File: src/rtl/serial_reg_slave.sv
module serial_reg_slave #(
  parameter int SYNC_LEN  = 2,
  parameter int RAM_BYTES = 31,
  parameter int TK_REGS   = 9
) (
  input  logic       clk,
  input  logic       rst_n,
  input  logic       ce_in,
  input  logic       sclk_in,
  input  logic       dio_in,
  output logic       dio_out,
  output logic       dio_oe,
  output logic [4:0] tk_addr,
  output logic [7:0] tk_wdata,
  output logic       tk_we,
  input  logic [7:0] tk_rdata
);
  localparam logic [4:0] RAM_LAST = 5'(RAM_BYTES - 1);
  localparam logic [4:0] TK_LAST  = 5'(TK_REGS - 1);

  logic [SYNC_LEN-1:0] ce_q, sclk_q, dio_q;
  logic ce_s, sclk_s, dio_s, sclk_d;
  logic rise, fall;

  logic       cmd_done, wr_stop;
  logic [2:0] bitcnt;
  logic [7:0] sh, cmd, osh;
  logic [4:0] addr;
  logic [7:0] ram [RAM_BYTES];

  assign ce_s   = ce_q[SYNC_LEN-1];
  assign sclk_s = sclk_q[SYNC_LEN-1];
  assign dio_s  = dio_q[SYNC_LEN-1];
  assign rise   = ce_s & sclk_s & ~sclk_d;
  assign fall   = ce_s & ~sclk_s & sclk_d;

  wire [7:0] byte_in  = {dio_s, sh[7:1]};
  wire       is_ram   = cmd[6];
  wire       is_rd    = cmd[0];
  wire       burst    = &cmd[5:1];
  wire [4:0] last_adr = is_ram ? RAM_LAST : TK_LAST;
  wire [4:0] next_adr = (addr == last_adr) ? 5'd0 : addr + 5'd1;
  wire       wr_fire  = rise & cmd_done & ~is_rd & cmd[7] & ~wr_stop & (bitcnt == 3'd7);
  wire       ram_ok   = int'(addr) < RAM_BYTES;
  wire       tk_ok    = int'(addr) < TK_REGS;
  wire [7:0] rd_byte  = is_ram ? (ram_ok ? ram[addr] : 8'h00)
                               : (tk_ok ? tk_rdata : 8'h00);

  assign tk_addr  = addr;
  assign tk_wdata = byte_in;
  assign tk_we    = wr_fire & ~is_ram & tk_ok;

  always_ff @(posedge clk or negedge rst_n) begin
    if (!rst_n) begin
      ce_q   <= '0;
      sclk_q <= '0;
      dio_q  <= '0;
      sclk_d <= 1'b0;
    end else begin
      ce_q   <= {ce_q[SYNC_LEN-2:0], ce_in};
      sclk_q <= {sclk_q[SYNC_LEN-2:0], sclk_in};
      dio_q  <= {dio_q[SYNC_LEN-2:0], dio_in};
      sclk_d <= sclk_s;
    end
  end

  always_ff @(posedge clk or negedge rst_n) begin
    if (!rst_n) begin
      cmd_done <= 1'b0;
      wr_stop  <= 1'b0;
      bitcnt   <= '0;
      sh       <= '0;
      cmd      <= '0;
      osh      <= '0;
      addr     <= '0;
      dio_out  <= 1'b0;
      dio_oe   <= 1'b0;
    end else if (!ce_s) begin
      cmd_done <= 1'b0;
      wr_stop  <= 1'b0;
      bitcnt   <= '0;
      dio_oe   <= 1'b0;
    end else if (rise) begin
      bitcnt <= bitcnt + 3'd1;
      if (!cmd_done) begin
        sh <= byte_in;
        if (bitcnt == 3'd7) begin
          cmd      <= byte_in;
          cmd_done <= 1'b1;
          addr     <= (&byte_in[5:1]) ? 5'd0 : byte_in[5:1];
        end
      end else if (is_rd) begin
        dio_oe <= 1'b0;
        bitcnt <= bitcnt;
      end else begin
        sh <= byte_in;
        if (bitcnt == 3'd7) begin
          if (burst) addr <= next_adr;
          else wr_stop <= 1'b1;
        end
      end
    end else if (fall && cmd_done && is_rd) begin
      dio_oe <= 1'b1;
      bitcnt <= bitcnt + 3'd1;
      if (bitcnt == 3'd0) begin
        dio_out <= rd_byte[0];
        osh     <= {1'b0, rd_byte[7:1]};
      end else begin
        dio_out <= osh[0];
        osh     <= {1'b0, osh[7:1]};
      end
      if (bitcnt == 3'd7 && burst) addr <= next_adr;
    end
  end

  always_ff @(posedge clk or negedge rst_n) begin
    if (!rst_n) begin
      for (int i = 0; i < RAM_BYTES; i++) ram[i] <= '0;
    end else if (wr_fire && is_ram && ram_ok) begin
      ram[addr] <= byte_in;
    end
  end
endmodule

File: config.mk
export PLATFORM = sky130hd
export DESIGN_NAME = serial_reg_slave
export DESIGN_NICKNAME = d
export VERILOG_FILES = /design/src/rtl/serial_reg_slave.sv
export SDC_FILE = /design/constraint.sdc
export NUM_CORES = 1
export LEC_CHECK = 0
export BUFFER_PORTS_ARGS = -buffer_cell sky130_fd_sc_hd__clkbuf_2
export CORE_MARGIN = 4
export CORE_UTILIZATION = 33
export CTS_CLUSTER_DIAMETER = 30
export DETAILED_ROUTE_END_ITERATION = 7
export GPL_TIMING_DRIVEN = 0
export PLACE_DENSITY = 0.46
export RECOVER_POWER = 25
export SETUP_SLACK_MARGIN = 0.5
export SLEW_MARGIN = 20
export SYNTH_ARGS = -nofsm -noshare
export SYNTH_HDL_FRONTEND = slang
export SYNTH_SLANG_ARGS = --single-unit
File: constraint.sdc
create_clock -name clk -period 3.2 [get_ports clk]
set_input_delay 0.64 -clock clk [delete_from_list [all_inputs] [get_ports clk]]
set_output_delay 0.64 -clock clk [all_outputs]
set_load 0.02 [all_outputs]
# [Word level (Yosys, flattened, before mapping)]
# Cells that the tools add are included.
[totals] reg_bits=291
[op_classes] addsub=2 order_cmp=4 eq_ne=16 n_mux=44 n_bitwise=19 n_reduce_logical=18
[ops] operator="248-bit bitwise mux" n=1
[ops] operator="8-bit two-way mux" n=8
[ops] operator="5-bit two-way mux" n=11
[ops] operator="8-bit binary-select mux with 5-bit select" n=1
[ops] operator="8-bit demux with 5-bit select" n=1
[ops] operator="1-bit two-way mux" n=16
[ops] operator="3-bit two-way mux" n=5
[ops] operator="5-bit AND reduction" n=3
[ops] operator="1-bit AND" n=11
[ops] operator="3-bit by 1-bit inequality test with 1-bit output, second input constant" n=3
[ops] operator="3-bit by 2-bit inequality test with 1-bit output, second input constant" n=3
[ops] operator="3-bit AND reduction" n=3
[ops] operator="7-bit two-way mux" n=1
[ops] operator="1-bit NOT" n=7
[ops] operator="7-bit AND reduction" n=1
[ops] operator="6-bit greater-or-equal comparator, second input constant" n=1
[ops] operator="1-bit logical AND" n=6
[ops] operator="6-bit by 1-bit < comparator with 1-bit output, second input constant" n=1
[ops] operator="2-bit by 1-bit inequality test with 1-bit output, second input constant" n=3
[ops] operator="2-bit inequality test, second input constant" n=3
[ops] operator="5-bit NOT with 6-bit output" n=1
[ops] operator="5-bit by 1-bit adder with 5-bit output, second input constant" n=1
[ops] operator="5-bit equality test" n=1
[ops] operator="5-bit by 4-bit < comparator with 1-bit output, second input constant" n=1
[ops] operator="9 further kinds" n=10

# [Logic depth before layout (Yosys ltp)]
# Gate-level depths: netlist of run 1.
[logic_depth] ltp_word=9 depth_mapped=9 mapped_depth_nobuf=7

# [Worst setup path after synthesis of run 1]
# No wires, ideal clock.
[synth_timing] kind="register -> output" startpoint="register addr[2] (netlist: tk_addr[2])" endpoint="output port tk_we" arrival_ps=1882 setup_slack_ps=678 stages_incl_launch_ff=7 path_cell_list="dfrtp_1 > buf_2 > buf_2 > o31ai_1 > nor3b_1 > inv_1 > nor2_1"
[synth_via] elab_chain_cells=2
[synth_rtl] item="start: declaration" line="28" source="logic [4:0] addr;"
[synth_rtl] item="start signal: assignment" line="90" source="addr <= (&byte_in[5:1]) ? 5'd0 : byte_in[5:1];"
[synth_rtl] item="start signal: assignment" line="98" source="if (burst) addr <= next_adr;"
[synth_rtl] item="start signal: assignment" line="112" source="if (bitcnt == 3'd7 && burst) addr <= next_adr;"
[synth_rtl] item="5-bit by 4-bit < comparator with 1-bit output" line="45" source="wire tk_ok = int'(addr) < TK_REGS;"
[synth_rtl] item="1-bit AND" line="51" source="assign tk_we = wr_fire & ~is_ram & tk_ok;"
[synth_rtl] item="end: declaration" line="15" source="output logic tk_we,"
# Every way passes these cells.

# [Final worst setup path of run 1]
[layout_timing] startpoint="register addr[0] (netlist: tk_addr[0])" endpoint="register osh[3]"
[layout_via] elab_chain_cells=7 word_cells_on_any_way=10 cone_classes="2 x order compare; 7 x mux; 1 x bitwise"
[layout_rtl] item="5-bit NOT with 6-bit output (implied by the code)" line="46" source="wire [7:0] rd_byte = is_ram ? (ram_ok ? ram[addr] : 8'h00)"
[layout_rtl] item="8-bit binary-select mux with 5-bit select" line="46"
[layout_rtl] item="8-bit two-way mux (implied by the code) (2 in a row)" line="46"
[layout_rtl] item="8-bit two-way mux" line="46"
[layout_rtl] item="8-bit two-way mux *" line="46"
[layout_rtl] item="7-bit two-way mux *" line="105" source="if (bitcnt == 3'd0) begin"
[layout_rtl] item="end signal: assignment" line="107" source="osh <= {1'b0, rd_byte[7:1]};"
[layout_rtl] item="end signal: assignment" line="110" source="osh <= {1'b0, osh[7:1]};"
[layout_rtl] item="end: declaration" line="27" source="logic [7:0] sh, cmd, osh;"
# Every way passes the cells marked *; elsewhere a longest branch is shown, timed or not. The select of a mux whose other input is x is not followed.
# A chain may end at the register's enable or synchronous reset.

==> flow_summary.yaml, run 1 <==
timing:
  hold_slack_ns: 0.183
  rsz0062_at_grt: "yes"
  min_period_over_period_pct: 85.0
  drv_slew: 61
  hold_violations: 0
  setup_viol: 0
  max_freq_mhz: 368
  slew_headroom_pct: -9.48
  fin_crit_ns: 2.72
  tightest_slew_ns: 1.64
  fin_worst_skew_ns: 0.0147
detailed_routing:
  drc: 0
  drtPass1Iterations: 5
  vias_per_cell: 5.23
  ant_nets: 0
  drt_wl_total_mm: 42.4
  num_vias: 9084
  initialDrtViolationCount: 644
  wl_per_cell_um: 24.4
critical_path:
  rr_startpoint: "tk_addr[0]"
  cp.required_ns: 3.62
  critPathLaunchType: "flop"
  crit_start: "tk_addr[0]"
  reg2reg_depth: 8
  worstPathArrival_ns: 3.14
  cp-end-kind: "flop"
  worstPathMaxFanout: 10
  criticalPathCategory: "flop to flop"
power:
  p_int_w: 0.0105
  pwr-share-comb_pct: 18.7
  leakage_nw: 8.46
  power_switching_w: 0.00427
  swShare_pct: 28.9
  p_clk_share_pct: 55.4
  ir_worst_vdd_mv: 0.396
  sequentialPowerShare_pct: 25.9
  power_w: 0.0148
  pwr_density_cell_nw_per_um2: 836
synth:
  ys_seq_area_share_pct: 53.3
  netlist_instances: 1017
  syn_nets: 1037
  synth_top_area_share_pct: 53.3
  synthArstFlopShare_pct: 100
  synth_top_flop_cell: "dfrtp_1"
  syn_area_um2: 13600
  synth_edf_count: 0
  synth_area_leaders: "dfrtp_1 53%, mux2_2 21%, mux2i_1 7.7%"
  ys_ff_latch: 289
  syn_avg_cell_area_um2: 13.3
  yosys.area.top_type: "dfrtp_1"
  synth_cell_types: 56
  ys_warn_count: 0
status:
  violations: "capacitance limit, slew limit"
  outcome: "finished, violations left"
final_layout:
  fill_cells: 3799
  diodes: 0
  fin_cells: 1736
  seq_area_um2: 7230
  postLayoutCoreUtil_pct: 43.3
  multi_input_area_um2: 6210
  final_cell_mix: "287 x dfrtp_1, 248 x mux2_2, 95 x mux2i_1, 83 x clkbuf_16, 52 x clkbuf_1"
  area_delta_synth_final_pct: 30.1
  final_layout_size_suffix_gt1_share_pct: 44.3
  nets: 1161
  finish.instance_area_um2: 17700
  final_common_cell: "dfrtp_1"
die:
  dieWidth_um: 211
  rows: 74
  io-pin-count: 29
  die_area_um2: 44400
  core_um2: 40700
  fp.dieH_um: 211
  floorplan.initialDensity_pct: 33.3
placed_design:
  dpl-instance-area_um2: 14500
  io_buffers: 28
  dp_hpwl_mm: 29.2
  placed_cells: 1580
  gp_congestion: 0.866
job:
  max_cap_violations: 1
clocking:
  cts.sinks: 289
  cts_root_buffer: "clkbuf_16"
  path_clk_slew_ns: 0.04
  cts_tree: "done"
  clk_path_buf_depth: 3
  worstSkewPairLatency_ns: 0.57
  cts_made_buffers: 80
  cts_max_level: 3
grt:
  grt_use_total_pct: 19.2
  first_global_vias: 9600
  overflow: 0
  antenna_found_initial: 2
  grt_pass1_wl_mm: 63.3
  grt_max_degree: 85
worst_hold_path:
  hold_start: "dio_in"
  hold_path_class: "input port to flop"
  min_path_cells: 1
[layout make-up]
| cell class | count | share of cell area (%) |
|---|---|---|
| plain buffers | 69 | 2.10 |
| clock buffers | 105 | 12.9 |
| clock inverters | 40 | 2.93 |
| inverters | 12 | 0.255 |
| multi-input cells | 647 | 35.2 |
| flip-flops and latches | 289 | 41.0 |
| well taps | 532 | 3.77 |
| repair buffers | 42 | 1.91 |
[worst paths after layout]
kind | end | slack (ns)
setup / recovery | osh[3] | 0.48
hold / removal | dio_q[0] | 0.18
setup reg to reg | osh[3] | 0.48
hold reg to reg | sclk_q[1] | 0.35
max in group asynchronous | ram[0] | 1.17
min in group asynchronous | ram[200] | 0.48
[registers in the layout, summed over array words and instances (netlist names)]
signal,count
sclk_d,1
sh,7
dio_out,1
dio_oe,1
osh,7
ce_q,2
bitcnt,3
tk_addr,5
cmd_done,1
dio_q,2
sclk_q,2
cmd,8
ram,248
wr_stop,1
[timing repair]
| item | 4_1_cts | 5_1_grt |
|---|---|---|
| setup endpoints to repair | 201 | 83 |
| buffers inserted | 7 | 4 |
| pin swaps | 6 | 2 |
| endpoints found under the hold margin | 0 | 0 |
| gates resized for setup | 57 | 14 |
| hold buffers | 0 | 0 |
[metal layers]
| metal | global-route usage (%) | vias to the layer above | wire (um) |
|---|---|---|---|
| met5 | 0 | - | 0 |
| met4 | 7.56 | 0 | 1460 |
| met3 | 4.69 | 82 | 2090 |
| met2 | 30.0 | 229 | 19500 |
| met1 | 25.9 | 4717 | 19300 |
| li1 | - | 4056 | - |
[power groups by stage]
stage | Sequential (W) | Combinational, W | Clock, W
2_1_floorplan | 0.00392 | 0.00141 | 0
3_3_place_gp | 0.00389 | 0.00256 | 0
3_5_place_dp | 0.00389 | 0.00257 | 0
4_1_cts | 0.00384 | 0.00273 | 0.00832
5_1_grt | 0.00384 | 0.00290 | 0.00853
6_report | 0.00383 | 0.00276 | 0.00817
[worst max-delay path, cell delays in order, from the launching register on]
cell	delay, ns
dfrtp_2	0.42
clkbuf_2	0.21
buf_4	0.23
buf_4	0.30
mux2i_1	0.43
o22ai_1	0.15
nor3_2	0.40
and3_1	0.29
o221ai_1	0.13
[through the flow]
stage / TNS [ns] / setup WS, ns
floorplan: 0 / 0.678
global placement: -1486.73 / -5.13
detailed placement: -19.68 / -0.351
CTS: 0 / 0.275
global route: 0 / 0.426
finish: 0 / 0.481
[cell usage after synthesis, types with 3 or more instances]
library cell,n
nand3_1,7
dfrtp_1,289
mux2_1,15
nor2b_1,5
clkbuf_1,44
ha_1,7
or4b_2,4
buf_2,22
nand4bb_1,4
mux4_2,9
o21ai_0,22
nor3_4,4
inv_1,12
nand4b_1,3
a21oi_1,10
nand2_2,31
a22oi_1,5
o211ai_1,6
nor3_1,10
nand2_1,21
mux2i_1,104
a311o_1,3
a211oi_1,3
and3_1,16
nand3b_1,7
nor4_1,6
nor2_1,12
mux2_2,248
o221ai_1,5
and2_1,4
o22ai_1,46
[cells by family (layout without fill, tap and decap cells)]
kind of cell / Yosys count / in the layout / synth area share (%)
mux: 376 / 376 / 31.0
flops: 289 / 289 / 53.3
simple gates: 147 / 147 / 7.01
compound gates: 117 / 117 / 5.62
buf+inv: 81 / 268 / 2.47
fa+ha+maj: 7 / 7 / 0.645
Note: power is estimated with default switching activity, not from simulation.
==> inputs of run 2 (changes only) <==
Settings changed: ABC_AREA set to 1, PLACE_DENSITY 0.46 to 0.48.
Clock period 3.2 ns to 2.25 ns, I/O delays scaled along.
==> flow_summary.yaml, run 2 <==
clocking:
  clk_path_buf_depth: 3
  cts.sinks: 289
  worstSkewPairLatency_ns: 0.60
  cts_max_level: 3
  cts_root_buffer: "clkbuf_16"
  path_clk_slew_ns: 0.05
  cts_tree: "done"
  cts_made_buffers: 78
placed_design:
  dpl-instance-area_um2: 15600
  placed_cells: 2554
  dp_hpwl_mm: 35.4
  io_buffers: 28
  gp_congestion: 0.924
synth:
  ys_seq_area_share_pct: 50.4
  ys_warn_count: 0
  synth_top_area_share_pct: 50.4
  synth_cell_types: 31
  syn_nets: 1958
  syn_avg_cell_area_um2: 7.40
  syn_area_um2: 14300
  synth_area_leaders: "dfrtp_1 50%, nand2_1 19%, o21ai_0 10%"
  ys_ff_latch: 289
  synth_edf_count: 0
  synth_top_flop_cell: "dfrtp_1"
  yosys.area.top_type: "dfrtp_1"
  synth_common_cells: "742 x nand2_1, 294 x o21ai_0, 289 x dfrtp_1"
  synthArstFlopShare_pct: 100
  netlist_instances: 1938
  yosysMostFrequentCell: "nand2_1"
timing:
  min_period_over_period_pct: 107
  fin_crit_ns: 2.40
  slew_headroom_pct: 12.3
  drv_slew: 0
  fin_ws_ns: -0.153
  setup_viol: 38
  hold_violations: 0
  fin_worst_skew_ns: 0.0297
  tightest_slew_ns: 1.32
  rsz0062_at_grt: "yes"
  max_freq_mhz: 416
die:
  rows: 76
  core_um2: 43100
  die_area_um2: 46900
  dieWidth_um: 217
  floorplan.initialDensity_pct: 33.3
  io-pin-count: 29
  fp.dieH_um: 217
critical_path:
  cp.required_ns: 2.73
  critPathLaunchType: "flop"
  slowest_stage: "dfrtp_2"
  cpPeakStageDelay_ns: 0.44
  crit_path_frequent_cell: "nand2_1"
  crit_chain: "buf_8 -> buf_12 -> buf_12 -> clkinv_8 -> buf_12 -> buf_12 -> buf_8 -> buf_16 -> nand2_2 -> nand3_2 -> nand2_1 -> nand2_1 -> nand2_1 -> nor2_1 -> nand2_2 -> nand2_1 -> nand2_1 -> nand2_1 -> nand2_1"
  cp-end-kind: "flop"
  worstPathArrival_ns: 2.88
  criticalPathCategory: "flop to flop"
  worstPathMaxFanout: 8
worst_hold_path:
  hold_path_class: "input port to flop"
detailed_routing:
  drt_wl_total_mm: 56.7
  ant_nets: 0
  vias_per_cell: 4.95
  drc: 5
  drtPass1Iterations: 8
  wl_per_cell_um: 19.9
  num_vias: 14100
  initialDrtViolationCount: 1183
final_layout:
  final_layout_size_suffix_gt1_share_pct: 39.7
  final_cell_mix: "552 x nand2_1, 276 x dfrtp_1, 257 x inv_1, 202 x o21ai_2, 142 x nand2_2"
  nets: 2230
  fin_cells: 2853
  regMostFlops: "ram"
  largest_register_ffs: 248
  fill_cells: 3921
  reg_top3: "ram (248), cmd (8)"
  final_common_cell: "nand2_1"
  area_delta_synth_final_pct: 58.9
  finish.instance_area_um2: 22800
grt:
  grt_max_degree: 82
  overflow: 0
  grt_pass1_wl_mm: 82.0
  grt_use_total_pct: 23.0
  first_global_vias: 13100
  antenna_found_initial: 0
job:
  max_cap_violations: 0
power:
  ir_worst_vdd_mv: 0.624
  pwr_density_cell_nw_per_um2: 971
  leakage_nw: 10.7
status:
  outcome: "finished, violations left"
  violations: "DRC, setup timing"
==> run 2: layout make-up <==
cell class | count | area, um^2 | share of cell area, %
antenna | 1 | 2.50 | 0.0110
buffer | 112 | 1260 | 5.51
clock buffer | 105 | 2210 | 9.67
clock inverter | 32 | 404 | 1.77
inverter | 272 | 1060 | 4.66
multi-input combinational | 1265 | 7620 | 33.4
sequential | 289 | 7250 | 31.8
tap | 585 | 732 | 3.21
timing repair buffer | 192 | 2270 | 9.95
==> run 2: metal layers <==
| metal | up-vias | part of all wire [%] | global-route usage (%) |
|---|---|---|---|
| li1 | 6632 | - | - |
| met1 | 6919 | 44 | 32.4 |
| met2 | 448 | 46 | 35.1 |
| met3 | 123 | 6.2 | 4.74 |
| met4 | 0 | 3.7 | 8.47 |
| met5 | - | 0 | 0 |
==> run 2: cells by family after synthesis <==
| kind of cell | count (synthesis) | share of synthesized area (%) |
|---|---|---|
| xor+xnor | 1 | 0.0611 |
| flops | 289 | 50.4 |
| buf+inv | 384 | 11.6 |
| simple gates | 938 | 26.1 |
| fa+ha+maj | 7 | 0.610 |
| compound gates | 319 | 11.2 |
==> run 2: per-stage QoR <==
stage | util (%) | setup TNS [ns] | setup slack (ns) | hold slack (ns) | total power (W)
after floorplan | - | 0 | 0.336 | 0.154 | 0.00756
after global placement | 35.9 | -1747.78 | -6.51 | 0.332 | 0.00925
after detailed placement | 36.1 | -51.85 | -0.609 | 0.337 | 0.00926
after CTS | 46.7 | -0.541 | -0.115 | 0.142 | 0.0214
after global routing | 52.9 | -4.98 | -0.205 | 0.202 | 0.0229
final | 52.9 | -1.59 | -0.153 | 0.179 | 0.0221
==> run 2: what timing repair did <==
action,in CTS,in global routing
setup buffers,53,68
hold endpoints to repair,78,0
resized for setup,371,730
setup endpoints to repair,274,352
gates cloned,15,21
pin swaps,44,69
hold buffers,4,0
==> run 2: power breakdown <==
part	internal (W)	switching (W)	leakage, nW
Clock	0.00769	0.00331	1.27
Combinational	0.00194	0.00379	5.50
Sequential	0.00529	0.000111	3.95
==> run 2: worst paths after layout <==
check | cells after the start | slack, ns | startpoint | to
max | 19 | -0.15 | tk_addr[0] | dio_out
min | 5 | 0.18 | tk_rdata[2] | osh[1]
max reg2reg | 19 | -0.15 | tk_addr[0] | dio_out
min reg2reg | 0 | 0.35 | ce_q[0] | ce_q[1]
max in group asynchronous | 3 | 0.26 | rst_n | ram[116]
min in group asynchronous | 2 | 0.63 | rst_n | sclk_d
==> run 2: worst max-delay path: cells and delay by family, from the launching register on <==
family | cells | cell delay [ns]
simple gates | 11 | 0.87
buf+inv | 8 | 0.97
flops | 1 | 0.44
